--- src/rtl/ps2rif_pkg.sv ---
package ps2rif_pkg;
  localparam int BYTE_W = 8;

  // register index, address bits [3:2]
  localparam logic [1:0] RIX_ID   = 2'd0;  // read: channel number; write: reset (ignored)
  localparam logic [1:0] RIX_DATA = 2'd1;  // read: receive byte; write: transmit byte
  localparam logic [1:0] RIX_CTRL = 2'd2;
  localparam logic [1:0] RIX_STAT = 2'd3;

  // control bit positions
  localparam int CB_LOOP = 1;
  localparam int CB_DIAG = 5;
  localparam int CB_DDIR = 6;
  localparam int CB_CDIR = 7;

  // status bit positions
  localparam int SB_RXNE = 0;
  localparam int SB_IRQ  = 4;
  localparam int SB_DSHD = 6;
  localparam int SB_CSHD = 7;
endpackage

--- src/rtl/ps2rif_rst_sync.sv ---
module ps2rif_rst_sync #(
  parameter int STAGES = 2
) (
  input  logic clk,
  input  logic rst_n,
  output logic rst_n_sync
);
  logic [STAGES-1:0] sync_q;

  always_ff @(posedge clk or negedge rst_n) begin
    if (!rst_n) sync_q <= '0;
    else        sync_q <= {sync_q[STAGES-2:0], 1'b1};
  end

  assign rst_n_sync = sync_q[STAGES-1];
endmodule

--- src/rtl/ps2rif_port.sv ---
module ps2rif_port
  import ps2rif_pkg::*;
#(
  parameter int PORT_ID = 0
) (
  input  logic              clk,
  input  logic              rst_n,
  input  logic              wr_en,
  input  logic              rd_en,
  input  logic [1:0]        reg_sel,
  input  logic [BYTE_W-1:0] wdata,
  input  logic              any_irq,
  input  logic              eng_nempty,
  input  logic [BYTE_W-1:0] eng_byte,
  input  logic              eng_irq,
  output logic              tx_valid,
  output logic [BYTE_W-1:0] tx_byte,
  output logic              rx_pop,
  output logic              port_irq,
  output logic [BYTE_W-1:0] rd_val
);
  logic [BYTE_W-1:0] ctrl_q, ctrl_d;
  logic [BYTE_W-1:0] lb_byte_q, lb_byte_d;
  logic              lb_full_q, lb_full_d;
  logic              ctrl_en, byte_en, full_en;
  logic              loop_on, wr_tx, wr_ctrl, rd_rx;
  logic [BYTE_W-1:0] stat;

  assign loop_on = ctrl_q[CB_LOOP];
  assign wr_tx   = wr_en && (reg_sel == RIX_DATA);
  assign wr_ctrl = wr_en && (reg_sel == RIX_CTRL);
  assign rd_rx   = rd_en && (reg_sel == RIX_DATA);

  // next state
  always_comb begin
    ctrl_en   = wr_ctrl;
    ctrl_d    = wdata;
    byte_en   = wr_tx && loop_on;
    lb_byte_d = wdata;
    full_en   = (wr_tx || rd_rx) && loop_on;
    lb_full_d = wr_tx;  // a store in the same cycle as a drain wins
  end

  // state registers
  always_ff @(posedge clk or negedge rst_n) begin
    if (!rst_n) begin
      ctrl_q    <= '0;
      lb_byte_q <= '0;
      lb_full_q <= 1'b0;
    end else begin
      if (ctrl_en) ctrl_q    <= ctrl_d;
      if (byte_en) lb_byte_q <= lb_byte_d;
      if (full_en) lb_full_q <= lb_full_d;
    end
  end

  // engine side
  assign tx_valid = wr_tx && !loop_on;
  assign tx_byte  = tx_valid ? wdata : '0;
  assign rx_pop   = rd_rx && !loop_on;
  assign port_irq = loop_on ? lb_full_q : eng_irq;

  // status composition
  always_comb begin
    stat          = '0;
    stat[SB_DSHD] = 1'b1;
    stat[SB_CSHD] = 1'b1;
    if (ctrl_q[CB_DIAG]) begin
      stat[SB_DSHD] = ctrl_q[CB_DDIR];
      stat[SB_CSHD] = ctrl_q[CB_CDIR];
    end
    stat[SB_RXNE] = loop_on ? lb_full_q : eng_nempty;
    stat[SB_IRQ]  = any_irq;
  end

  // local read selection
  always_comb begin
    unique case (reg_sel)
      RIX_ID:   rd_val = BYTE_W'(PORT_ID);
      RIX_DATA: rd_val = loop_on ? lb_byte_q : eng_byte;
      RIX_CTRL: rd_val = ctrl_q;
      default:  rd_val = stat;
    endcase
  end
endmodule

--- src/rtl/ps2_dual_regif.sv ---
module ps2_dual_regif
  import ps2rif_pkg::*;
#(
  parameter int NPORT    = 2,
  parameter int SEL_W    = 1,
  parameter int WIN_BITS = 8
) (
  input  logic                      clk,
  input  logic                      rst_n,
  input  logic [WIN_BITS+SEL_W-1:0] bus_addr,
  input  logic                      bus_rd,
  input  logic                      bus_wr,
  input  logic [BYTE_W-1:0]         bus_wdata,
  output logic [BYTE_W-1:0]         bus_rdata,
  output logic                      irq_o,
  output logic [NPORT-1:0]          eng_tx_valid,
  output logic [NPORT*BYTE_W-1:0]   eng_tx_byte,
  input  logic [NPORT-1:0]          eng_rx_nempty,
  input  logic [NPORT*BYTE_W-1:0]   eng_rx_byte,
  output logic [NPORT-1:0]          eng_rx_pop,
  input  logic [NPORT-1:0]          eng_irq
);
  logic              rst_n_s;
  logic [SEL_W-1:0]  port_sel;
  logic [1:0]        reg_sel;
  logic [NPORT-1:0]  port_irq;
  logic              any_irq;
  logic [BYTE_W-1:0] rd_val [NPORT];
  logic [BYTE_W-1:0] rd_mux;
  logic [BYTE_W-1:0] rdata_q, rdata_d;

  ps2rif_rst_sync #(.STAGES(2)) rst_i (
    .clk        (clk),
    .rst_n      (rst_n),
    .rst_n_sync (rst_n_s)
  );

  assign port_sel = bus_addr[WIN_BITS +: SEL_W];
  assign reg_sel  = bus_addr[3:2];
  assign any_irq  = |port_irq;
  assign irq_o    = any_irq;

  for (genvar g = 0; g < NPORT; g++) begin : g_port
    logic hit;
    assign hit = (port_sel == SEL_W'(g));

    ps2rif_port #(.PORT_ID(g)) port_i (
      .clk        (clk),
      .rst_n      (rst_n_s),
      .wr_en      (bus_wr && hit),
      .rd_en      (bus_rd && hit),
      .reg_sel    (reg_sel),
      .wdata      (bus_wdata),
      .any_irq    (any_irq),
      .eng_nempty (eng_rx_nempty[g]),
      .eng_byte   (eng_rx_byte[g*BYTE_W +: BYTE_W]),
      .eng_irq    (eng_irq[g]),
      .tx_valid   (eng_tx_valid[g]),
      .tx_byte    (eng_tx_byte[g*BYTE_W +: BYTE_W]),
      .rx_pop     (eng_rx_pop[g]),
      .port_irq   (port_irq[g]),
      .rd_val     (rd_val[g])
    );
  end

  // channel read mux; a channel number with no port reads 0
  always_comb begin
    rd_mux = '0;
    for (int p = 0; p < NPORT; p++) begin
      if (port_sel == SEL_W'(p)) rd_mux = rd_val[p];
    end
  end

  always_comb begin
    rdata_d = bus_rd ? rd_mux : '0;
  end

  always_ff @(posedge clk or negedge rst_n_s) begin
    if (!rst_n_s) rdata_q <= '0;
    else          rdata_q <= rdata_d;
  end

  assign bus_rdata = rdata_q;
endmodule

--- config.mk ---
export PLATFORM = sky130hd
export DESIGN_NAME = ps2_dual_regif
export DESIGN_NICKNAME = d
export VERILOG_FILES = /design/src/rtl/ps2rif_pkg.sv /design/src/rtl/ps2rif_rst_sync.sv /design/src/rtl/ps2rif_port.sv /design/src/rtl/ps2_dual_regif.sv
export SDC_FILE = /design/constraint.sdc
export NUM_CORES = 1
export LEC_CHECK = 0
export ABC_AREA = 0
export BUFFER_PORTS_ARGS = -buffer_cell sky130_fd_sc_hd__buf_4
export CAP_MARGIN = 20
export CORE_MARGIN = 2
export CORE_UTILIZATION = 45
export CTS_BUF_LIST = sky130_fd_sc_hd__clkbuf_4 sky130_fd_sc_hd__clkbuf_8 sky130_fd_sc_hd__clkbuf_16
export DETAILED_ROUTE_END_ITERATION = 10
export PLACE_DENSITY = 0.8
export SLEW_MARGIN = 15
export SYNTH_ARGS = -nofsm -noshare
export SYNTH_HDL_FRONTEND = slang
export SYNTH_SLANG_ARGS = --single-unit
--- constraint.sdc ---
create_clock -name clk -period 5.86 [get_ports clk]
set_input_delay 1.758 -clock clk [delete_from_list [all_inputs] [get_ports clk]]
set_output_delay 1.758 -clock clk [all_outputs]
set_load 0.05 [all_outputs]
==> metrics <==
status completed; post-route setup slack 974 ps; n_diodes 0; crit path cell chain buf_4 -> nand2b_1 -> nor3_4 -> and2_1 -> buf_4; Area growth syn-to-layout 27.0%; CTS tree yes; port bufs 63; clk buf depth 2; crit path capture type output port; post-route minimum period 4890 ps; drt first pass iters 4; drt first-iter violations 68; synth unique cells 33; post-CTS sizing 0; Req. time, crit path 4100 ps; Syn Area/Cell 11.8 um^2; most used cell, CP buf_4; Die Area 5640 um^2; CTS Buf Count 5; mapped cell area 2270 um^2; initial antenna violation count 0; vias in the first global route 1698; setup tns final 0 ps; Core Region 4790 um^2; Sink Count 44; Worst Tran Pin Value 796 ps; first-pass GRT wire length 8.37 mm; Core Rows 25; Final Hold Fails 0; YS warnings 0; final worst-path cycle share 0.834; CP max stage cell nor3_4; RSZ-0062 raised after global routing false; #FFs+latches synth 44; IO Pins 70; Max Slew Vio Count 0; largest net degree at the start of global routing 43; Die W 75.1 um; relative slew slack 0.469; CP peak stage delay 500 ps; H-Tree Depth 2; Max Cap Violations 0; Fin Clk Skew 12.1 ps; clock root buffer clkbuf_8; Crit Path Max Fanout 11; PD cells 309 nW/um^2; setup violators final 0; Peak Freq 205 MHz; Routed WL 5.26 mm; post-route ant nets 0; total congestion overflow 0; Setup WS pre-CTS 950 ps; routed vias/inst 5.32; Data arrival, critical path 3130 ps; cts hold-fix bufs 0; initial core utilization 0.475; Cells after Synth 192; leakage power 1.38 nW; share of post-route cells with drive strength above 1 0.435; total global-route track usage 0.203; WS Path Type in2out; die height 75.1 um; Post-CTS Setup Inserts 0; via count 1702; Max rail drop VDD 0.000208 V; GPL Wtd Cong 0.801; sequential-to-total area share from yosys stat 0.484; Min-Delay Path Class reg2async; syn_nets 233; Final #Nets 293; Clk Latency, worst-skew pair 300 ps; CTS clk-pin slew, worst paths 90 ps; drt wl/cell 16.4 um; Residual DRC 0; Critical Path Source Type primary input; DP HPWL 3.57 mm
critical path: cells and delay by family:
| kind | cells | cell delay [ps] |
|---|---|---|
| AND/OR/NAND/NOR | 3 | 1020 |
| buffers and inverters | 2 | 340 |
registers in the layout (all words and copies together) (netlist names):
register and flops:
rst_i.sync_q 2, bus_rdata 8, g_port.port_i.lb_full_q 2, g_port.port_i.ctrl_q 16, g_port.port_i.lb_byte_q 16
cell type report:
class / count / area [um^2]
clock buffers: 6 / 76.3
clock inverters: 2 / 35.0
fillers: 439 / 1900
multi-input cells: 136 / 1100
flip-flops and latches: 44 / 1100
well taps: 67 / 83.8
repair buffers: 65 / 488
synth_stat cells:
| library cell | n | area, um^2 |
|---|---|---|
| a22o_1 | 2 | 17.5 |
| nand4_1 | 1 | 6.26 |
| o221ai_1 | 2 | 17.5 |
| nor3b_1 | 1 | 7.51 |
| a21boi_0 | 2 | 15.0 |
| mux2_1 | 8 | 90.1 |
| buf_2 | 8 | 40.0 |
| buf_4 | 4 | 30.0 |
| nand2b_1 | 6 | 37.5 |
| and2_1 | 17 | 106 |
| nand4_2 | 1 | 12.5 |
| nor2b_1 | 2 | 12.5 |
| a31oi_1 | 1 | 6.26 |
| dfrtp_1 | 44 | 1100 |
| nor2_1 | 4 | 15.0 |
| o21ai_0 | 8 | 40.0 |
| a21oi_1 | 6 | 30.0 |
| nor3_2 | 1 | 10.0 |
| nor3_1 | 1 | 5.00 |
| nor2_4 | 2 | 22.5 |
| o211ai_1 | 1 | 7.51 |
| a211oi_1 | 1 | 7.51 |
| mux2_2 | 30 | 338 |
| nand2_1 | 9 | 33.8 |
| a21bo_2 | 1 | 10.0 |
| mux2i_1 | 16 | 160 |
| nand3_1 | 1 | 5.00 |
| nor3_4 | 1 | 16.3 |
| conb_1 | 1 | 3.75 |
| nand3_2 | 1 | 10.0 |
| and3_1 | 1 | 6.26 |
| and2b_1 | 2 | 15.0 |
| o22ai_1 | 6 | 37.5 |
layout by cell type (no fill, tap or decap), types with 2 or more instances in the layout:
cell      Yosys  final
buf_4         4     65
a21boi_0      2      2
nor2_1        4      4
and2_1       17     17
clkbuf_8      0      5
a22o_1        2      2
dfrtp_1      44     44
nand2b_1      6      6
nor2_4        2      2
o221ai_1      2      2
mux2i_1      16     16
nand2_1       9      9
o22ai_1       6      6
mux2_2       30     30
a21oi_1       6      6
mux2_1        8      8
and2b_1       2      2
o21ai_0       8      8
nor2b_1       2      2
worst paths after layout:
path / cells after the start / startpoint / to / slack, ps
min in group clk: 0 / rst_i.sync_q[0] / rst_i.sync_q[1] / 360
max: 5 / bus_addr[3] / eng_tx_byte[5] / 970
min reg2reg: 1 / rst_i.sync_q[1] / g_port[1].port_i.lb_byte_q[2] / 320
min: 1 / rst_i.sync_q[1] / g_port[1].port_i.lb_byte_q[2] / 320
max in group asynchronous: 1 / rst_n / rst_i.sync_q[1] / 4550
max reg2reg: 3 / g_port[0].port_i.ctrl_q[1] / g_port[0].port_i.lb_byte_q[2] / 3900
cell families after synthesis:
logic type | share of synthesized area
AND/OR/NAND/NOR | 0.141
buffers and inverters | 0.0308
flip-flops | 0.484
AO/OA/AOI/OAI | 0.0831
other | 0.00165
multiplexers | 0.259
where the power goes:
part | total [mW] | internal (mW) | switching, mW | leakage, nW
clock network | 0.235 | 0.131 | 0.104 | 0.0586
registers | 0.430 | 0.375 | 0.0547 | 0.546
logic | 0.227 | 0.119 | 0.108 | 0.771
metal layers:
| layer | vias up | routed length, um | global-route usage |
|---|---|---|---|
| li1 | 806 | - | - |
| met1 | 836 | 2440 | 0.281 |
| met2 | 51 | 2440 | 0.308 |
| met3 | 9 | 287 | 0.0509 |
| met4 | 0 | 88 | 0.0794 |
| met5 | - | 0 | 0 |
metrics by stage:
stage          area [um^2]  instances  total power, mW   util  hold WS, ps
5_1_grt               2890        320            0.937  0.603          374
4_1_cts               2890        320            0.898  0.603          341
2_1_floorplan         2270        192            0.594      -          331
6_report              2890        320            0.892  0.603          323
3_3_place_gp          2780        312            0.655  0.580          326
3_5_place_dp          2780        312            0.664  0.580          333
No activity file was read; power rests on OpenSTA's default activity.
